`src/rtl/fbs_pkg.sv`:
```
package fbs_pkg;
    typedef enum logic [2:0] {
        ST_IDLE,
        ST_F1,
        ST_F2,
        ST_F3,
        ST_F4,
        ST_R1,
        ST_R2,
        ST_R3
    } bus_state_t;
endpackage

```
`src/rtl/fbs_seq.sv`:
```
module fbs_seq
    import fbs_pkg::*;
(
    input  logic       clk,
    input  logic       rst_n,
    input  logic       start,
    input  logic       is_fetch,
    output logic       take,
    output logic       cap,
    output logic       row_step,
    output logic       in_rfsh,
    output logic       m1_n,
    output logic       mreq_n,
    output logic       rd_n,
    output logic       rfsh_n,
    output logic       data_valid
);
    bus_state_t state, state_nx;
    logic       at_end;

    always_comb begin
        at_end = (state == ST_IDLE) || (state == ST_F4) || (state == ST_R3);
        take   = at_end && start;
    end

    always_comb begin
        state_nx = state;
        unique case (state)
            ST_IDLE, ST_F4, ST_R3: begin
                if (start) state_nx = is_fetch ? ST_F1 : ST_R1;
                else       state_nx = ST_IDLE;
            end
            ST_F1: state_nx = ST_F2;
            ST_F2: state_nx = ST_F3;
            ST_F3: state_nx = ST_F4;
            ST_R1: state_nx = ST_R2;
            ST_R2: state_nx = ST_R3;
            default: state_nx = ST_IDLE;
        endcase
    end

    always_ff @(posedge clk or negedge rst_n) begin
        if (!rst_n) state <= ST_IDLE;
        else        state <= state_nx;
    end

    always_comb begin
        m1_n       = 1'b1;
        mreq_n     = 1'b1;
        rd_n       = 1'b1;
        rfsh_n     = 1'b1;
        data_valid = 1'b0;
        cap        = 1'b0;
        row_step   = 1'b0;
        unique case (state)
            ST_IDLE: ;
            ST_F1: begin
                m1_n = 1'b0; mreq_n = 1'b0; rd_n = 1'b0;
            end
            ST_F2: begin
                m1_n = 1'b0; mreq_n = 1'b0; rd_n = 1'b0; cap = 1'b1;
            end
            ST_F3: begin
                mreq_n = 1'b0; rfsh_n = 1'b0; data_valid = 1'b1;
            end
            ST_F4: begin
                rfsh_n = 1'b0; row_step = 1'b1;
            end
            ST_R1: begin
                mreq_n = 1'b0; rd_n = 1'b0;
            end
            ST_R2: begin
                mreq_n = 1'b0; rd_n = 1'b0; cap = 1'b1;
            end
            ST_R3: data_valid = 1'b1;
            default: ;
        endcase
        in_rfsh = !rfsh_n;
    end
endmodule

```
`src/rtl/fbs_refresh_ctr.sv`:
```
module fbs_refresh_ctr #(
    parameter int PAGE_W = 8,
    parameter int ROW_W  = 7,
    localparam int AW    = PAGE_W + 1 + ROW_W
) (
    input  logic              clk,
    input  logic              rst_n,
    input  logic              step,
    input  logic              page_we,
    input  logic [PAGE_W-1:0] page_din,
    input  logic              msb_din,
    output logic [AW-1:0]     rfsh_addr
);
    logic [PAGE_W-1:0] page_q;
    logic              msb_q;
    logic [ROW_W-1:0]  row_q;

    always_ff @(posedge clk or negedge rst_n) begin
        if (!rst_n) begin
            page_q <= '0;
            msb_q  <= 1'b0;
        end else if (page_we) begin
            page_q <= page_din;
            msb_q  <= msb_din;
        end
    end

    always_ff @(posedge clk or negedge rst_n) begin
        if (!rst_n)    row_q <= '0;
        else if (step) row_q <= row_q + 1'b1;
    end

    assign rfsh_addr = {page_q, msb_q, row_q};
endmodule

```
`src/rtl/fbs_latch.sv`:
```
module fbs_latch #(
    parameter int W = 8
) (
    input  logic         clk,
    input  logic         rst_n,
    input  logic         en,
    input  logic [W-1:0] d,
    output logic [W-1:0] q
);
    always_ff @(posedge clk or negedge rst_n) begin
        if (!rst_n)  q <= '0;
        else if (en) q <= d;
    end
endmodule

```
`src/rtl/fetch_bus_seq.sv`:
```
module fetch_bus_seq #(
    parameter int PAGE_W = 8,
    parameter int ROW_W  = 7,
    parameter int DATA_W = 8,
    localparam int AW    = PAGE_W + 1 + ROW_W
) (
    input  logic              clk,
    input  logic              rst_n,
    input  logic              start,
    input  logic              is_fetch,
    input  logic [AW-1:0]     addr_in,
    input  logic [DATA_W-1:0] data_in,
    input  logic              page_we,
    input  logic [PAGE_W-1:0] page_din,
    input  logic              msb_din,
    output logic [AW-1:0]     addr_out,
    output logic              m1_n,
    output logic              mreq_n,
    output logic              rd_n,
    output logic              rfsh_n,
    output logic [DATA_W-1:0] data_out,
    output logic              data_valid
);
    logic          take, cap, row_step, in_rfsh;
    logic [AW-1:0] addr_q, rfsh_addr;

    fbs_seq u_seq (
        .clk        (clk),
        .rst_n      (rst_n),
        .start      (start),
        .is_fetch   (is_fetch),
        .take       (take),
        .cap        (cap),
        .row_step   (row_step),
        .in_rfsh    (in_rfsh),
        .m1_n       (m1_n),
        .mreq_n     (mreq_n),
        .rd_n       (rd_n),
        .rfsh_n     (rfsh_n),
        .data_valid (data_valid)
    );

    fbs_refresh_ctr #(.PAGE_W(PAGE_W), .ROW_W(ROW_W)) u_rfsh (
        .clk       (clk),
        .rst_n     (rst_n),
        .step      (row_step),
        .page_we   (page_we),
        .page_din  (page_din),
        .msb_din   (msb_din),
        .rfsh_addr (rfsh_addr)
    );

    fbs_latch #(.W(AW)) u_addr (
        .clk (clk), .rst_n (rst_n), .en (take), .d (addr_in), .q (addr_q)
    );

    fbs_latch #(.W(DATA_W)) u_data (
        .clk (clk), .rst_n (rst_n), .en (cap), .d (data_in), .q (data_out)
    );

    assign addr_out = in_rfsh ? rfsh_addr : addr_q;
endmodule

```
`config.mk`:
```
export PLATFORM = sky130hd
export DESIGN_NAME = fetch_bus_seq
export DESIGN_NICKNAME = d
export VERILOG_FILES = /design/src/rtl/fbs_pkg.sv /design/src/rtl/fbs_seq.sv /design/src/rtl/fbs_refresh_ctr.sv /design/src/rtl/fbs_latch.sv /design/src/rtl/fetch_bus_seq.sv
export SDC_FILE = /design/constraint.sdc
export NUM_CORES = 1
export LEC_CHECK = 0
export ABC_AREA = 1
export ABC_CLOCK_PERIOD_IN_PS = 2000
export BUFFER_PORTS_ARGS = -buffer_cell sky130_fd_sc_hd__buf_2
export CORE_ASPECT_RATIO = 1.4
export CORE_MARGIN = 2
export CORE_UTILIZATION = 53
export CTS_BUF_LIST = sky130_fd_sc_hd__clkbuf_4
export CTS_CLUSTER_SIZE = 16
export DETAILED_ROUTE_END_ITERATION = 12
export GPL_TIMING_DRIVEN = 0
export PLACE_DENSITY_LB_ADDON = 0.12
export SLEW_MARGIN = 30
export SYNTH_ARGS = -nofsm -noshare
export SYNTH_HDL_FRONTEND = slang
export SYNTH_SLANG_ARGS = --single-unit
```
`constraint.sdc`:
```
create_clock -name clk -period 2 [get_ports clk]
set_clock_uncertainty 0.1 [all_clocks]
set_input_delay 0.2 -clock clk [delete_from_list [all_inputs] [get_ports clk]]
set_output_delay 0.2 -clock clk [all_outputs]
set_load 0.005 [all_outputs]
```
After elaboration in Yosys (flattened, before gate mapping)
Cells that the tools add are included.
- memories: 0
- memory bits (writable): 0
- output and inout bits: 29
- flip-flop bits (word level): 43
- latch bits: 0
- input bits: 38
- bits in read-only memories: 0
- add/subtract/negate cells: 1
- shifts and indexed selects: 0
- bitwise operators: 0
- mux-type cells: 11
- magnitude comparators: 0
- eq/ne operators: 7
- reduce and logical (&&, ||, !) cells: 11
- multipliers: 0
- divide/modulo/power cells: 0
- operators by type and width (kind ; number):
    $pmux 3 s6 ; 1
    $mux 16 ; 1
    $eq 3x3->1 const B ; 4
    $reduce_or 2->1 ; 4
    $add 7x1->7 const B ; 1
    $mux 1 ; 7
    $eq 3x2->1 const B ; 2
    $mux 3 ; 2
    $reduce_or 5->1 ; 1
    $reduce_or 4->1 ; 1
    $eq 3x1->1 const B ; 1
    $logic_not 3->1 ; 1
    $reduce_or 3->1 ; 1
    $logic_or 1x1->1 ; 2
    $logic_and 1x1->1 ; 1

Longest topological paths before layout
- word-level depth: 4
- depth in mapped cells: 8

Modules after synthesis
Synthesis repeated with hierarchy kept, for this count alone.
- cell total of the unflattened synthesis: 241
- area total of the unflattened synthesis: 2085.8 um^2
- by module, submodules not included (module ; instances ; cells an instance ; area each (um^2)):
    fbs_refresh_ctr ; 1 ; 53 ; 673.1
    fbs_latch (u_addr) ; 1 ; 68 ; 644.4
    fbs_latch (u_data) ; 1 ; 34 ; 305.3
    fetch_bus_seq ; 1 ; 52 ; 244.0
    fbs_seq ; 1 ; 34 ; 219.0

Least setup slack after synthesis
OpenSTA, ideal clock, no wires.
- kind: register to output
- from: register u_seq.state[1]
- to: output addr_out[1]
- required time: 1700 ps
- path buffers: 1
- arrival: 1329 ps
- cell stages (with the launch flop): 9
- setup slack: 371 ps
- cell sequence: dfrtp_1 > inv_1 > ha_1 > nand2_1 > o21ai_1 > inv_1 > buf_6 > nand2_1 > nand2_1
- word-level cells in the longest chain between the ends: 3
- elaborated cells between the ends (all ways): 4
- those cells by class: eq/ne: 2; mux: 1; reduce/logical: 1
- RTL lines (what ; RTL line ; RTL):
    from (decl) ; fbs_seq.sv:18 ; bus_state_t state, state_nx;
    from (signal assigned) ; fbs_seq.sv:44 ; else state <= state_nx;
    $eq 3x2->1 or $eq 3x3->1 (tied branches) ; fbs_seq.sv:55 ; unique case (state)
    $reduce_or 2->1 (no source line) * ; - ;
    $mux 16 * ; fetch_bus_seq.sv:61 ; assign addr_out = in_rfsh ? rfsh_addr : addr_q;
    to (decl) ; fetch_bus_seq.sv:16 ; output logic [AW-1:0] addr_out,
Mark *: on every way between the ends. The rest lies on a longest branch, timed or not.

Worst setup path in the final report
- from: register u_seq.state[0]
- to: output addr_out[13]
The elaborated chain is that of the path after synthesis.

==> run_results.csv <==
group,metric,value,unit
status,status,"complete, but fails checks",
status,failed_checks,"negative setup slack",
power,p_leak,0.001639,uW
min_path,worstHoldEndpoint,"u_rfsh.page_q[3]$_DFFE_PN0P_",
min_path,hp-start,"page_we",
route,first_pass_iters,4,
global_route,gr-total-overflow,0,
synth,synth-seq-area-share,50.65,%
clocking,htreeDepth,2,
clocking,path_clk_slew,130,ps
timing,max_freq,482.6,MHz
route,drt-wirelength-per-cell,13.39,um
route,viasPerCell,4.924,
finish,fillers,264,
synth,synth_nets,280,
global_route,grt_antenna_before_repair,0,
finish,multiInputGateArea,963.4,um2
global_route,grt_pass1_vias,1970,
global_route,grtUsageTotal,26.12,%
power,ir_drop,1.040,mV
floorplanning,die_width,57.51,um
place,placed_area,0.002499,mm2
timing,finalCritPeriodShare,103.6,%
timing,worstMarginPinSlew,534.9,ps
timing,finalSetupTns,-819.1,ps
setup_path,critPathKind,"reg -> out",
setup_path,r2r-start,"u_seq.state[0]$_DFF_PN0_",
power,power.total,4378,uW
route,dr.first_iter.drc_count,55,
route,drt-met1-wl,2128,um
global_route,grt_pass1_wl,9101,um
timing,post-route-min-period,2072,ps
route,num_vias,1935,
setup_path,cp.required,1700,ps
route,postRouteWirelength,5261,um
finish,design_area,0.003120,mm2
min_path,min_path_cells,2,
setup_path,crit_chain,"buf_6 -> ha_4 -> inv_4 -> o21ai_4 -> inv_6 -> buf_12 -> o21ai_2 -> buf_2",
clocking,tritoncts,"yes",
place,gp_congestion,0.7738,
setup_path,endpoint_kind,"output port",
finish,diodes,0,
setup_path,cp-start-kind,"flop",
route,ant_nets,0,
clocking,clkSinkCount,43,
floorplanning,design.die.area,0.004538,mm2
synth,synth_top_area_cell,"dfrtp_1",
place,numPortBuffers,64,
timing,slew_headroom,64.34,%
floorplanning,die_height,78.92,um
global_route,grt_max_degree,44,
finish,final_util,80.32,%
timing,rsz0062_at_grt,"yes",
synth,netlist_area,0.002125,mm2
min_path,min_path_type,"in -> reg",
clocking,clkLatencyLatePin,350,ps
floorplanning,ios,67,
synth,synth_cell_type_count,21,
floorplanning,rows,27,
synth,yosysTopAreaCellShare,50.65,%
timing,finalMaxSlewViolations,0,
place,dp_hpwl,3170,um
synth,synth_area_leaders,"dfrtp_1 51%, nand2_1 13%, o21ai_2 6.2%",
setup_path,cp_max_fo,10,
finish,ff_latch_area,0.001077,mm2
finish,nNetsFinal,395,
synth,synth-warning-count,0,
synth,netlist_instances,234,
clocking,cts_buffers,5,
route,met2WireLength,2796,um
setup_path,max_stage_delay,430,ps
synth,ys_seq_elements,43,
route,wl_met3,226,um
route,top_layer,"met4",
power,p_per_area,1403,mW/mm2
finish,layout-drive-gt1-share,38.29,%
job,maxCapViolations,0,
setup_path,r2r_end,"u_data.q[7]$_DFFE_PN0P_",
route,drc,0,
setup_path,slowest_stage,"dfrtp_1",
finish,synthToLayoutAreaGrowth,46.88,%
setup_path,crit_arrival,1770,ps
timing,setup_ws,-72.03,ps
timing,finalHoldViolCount,0,
timing,setup_violations,16,
clocking,clock_path_buffers,2,
floorplanning,core_region_area,0.003885,mm2
floorplanning,start_util,54.69,%
synth,synth_area_per_cell,9.079,um2
clocking,cts_root_buffer,"clkbuf_4",
setup_path,ff2ff_path_depth,5,
setup_path,r2r_slack,180,ps
layout make-up:
| class | count | share of cell area, % |
|---|---|---|
| Buffer | 10 | 2.847 |
| Clock buffer | 5 | 1.203 |
| Clock inverter | 3 | 0.4812 |
| Inverter | 28 | 3.609 |
| Multi-Input combinational cell | 153 | 30.87 |
| Sequential cell | 43 | 34.52 |
| Tap cell | 43 | 1.724 |
| Timing Repair Buffer | 108 | 24.74 |
logic make-up after synthesis:
logic type,share of synthesized area (%)
compound gates,10.90
xor+xnor,1.237
fa+ha+maj,4.712
buf+inv,8.185
flops,50.65
mux,4.770
simple gates,19.55
cell usage after synthesis:
cell type	count
inv_1	27
o21bai_4	1
mux2_2	9
nor2_1	5
buf_2	1
inv_2	1
ha_1	8
buf_4	2
o21ai_1	1
o22ai_1	1
o21ai_0	11
nand2_4	1
dfrtp_1	43
xor2_1	3
buf_6	3
o21ai_2	15
nand4_1	2
clkbuf_1	4
nand2_1	74
a21oi_1	3
nand3_1	19
worst max-delay path by stage:
stage | startpoint | end | slack, ps | cells past startpoint
CTS | u_seq.state[1]$_DFF_PN0_ | addr_out[5] | -40 | 9
global route | u_seq.state[0]$_DFF_PN0_ | addr_out[9] | -170 | 8
global placement | u_seq.state[1]$_DFF_PN0_ | addr_out[4] | 40 | 9
floorplan | u_seq.state[1]$_DFF_PN0_ | addr_out[1] | 370 | 8
finish | u_seq.state[0]$_DFF_PN0_ | addr_out[13] | -70 | 8
detailed placement | u_seq.state[1]$_DFF_PN0_ | addr_out[4] | 10 | 9
sequential cells by signal (all words and copies together), names as in the netlist:
signal and cells:
u_addr.q 16, u_data.q 8, u_rfsh.msb_q 1, u_rfsh.page_q 8, u_rfsh.row_q 7, u_seq.state 3
metrics by stage:
stage               hold WS, ps  std cells  worst slack, ps
finish                    137.2        393           -72.03
detailed placement        296.1        341            11.13
CTS                       109.1        393           -42.08
global placement          295.2        341            35.42
floorplan                -195.6        234            370.7
global route              165.8        393           -174.9
worst max-delay path: cells and delay by family, from the launching register on:
family | cells | cell delay [ps]
compound gates | 2 | 300
flops | 1 | 430
buf+inv | 5 | 550
fa+ha+maj | 1 | 130
layer usage:
metal | track usage [%] | vias to the layer above
met5 | 0 | -
met4 | 9.535 | 0
met3 | 4.560 | 11
met2 | 45.34 | 55
met1 | 32.00 | 901
li1 | - | 968
layout by cell type, fill, tap and decap left out, drive strengths merged:
cell type / netlist / final
nor2: 5 / 5
nand3: 19 / 19
buf: 6 / 79
inv: 28 / 28
o21bai: 1 / 1
nand2: 75 / 75
ha: 8 / 8
clkinvlp: 0 / 1
o22ai: 1 / 1
clkinv: 0 / 2
dfrtp: 43 / 43
o21ai: 27 / 27
clkbuf: 4 / 9
dlygate4sd3: 0 / 35
nand4: 2 / 2
xor2: 3 / 3
mux2: 9 / 9
a21oi: 3 / 3
what timing repair did:
action	in CTS	in global routing
pin swaps	3	1
gates resized for setup	39	3
buffers inserted	7	0
hold buffers	35	0
endpoints found under the setup margin	17	18
hold endpoints to repair	77	0
cloned	2	0
where the power goes:
group / internal, uW / switching [uW]
Clock: 129 / 278
Sequential: 1210 / 244
Combinational: 1250 / 1270
Total: 2580 / 1800
(Power assumes the default switching activity.)
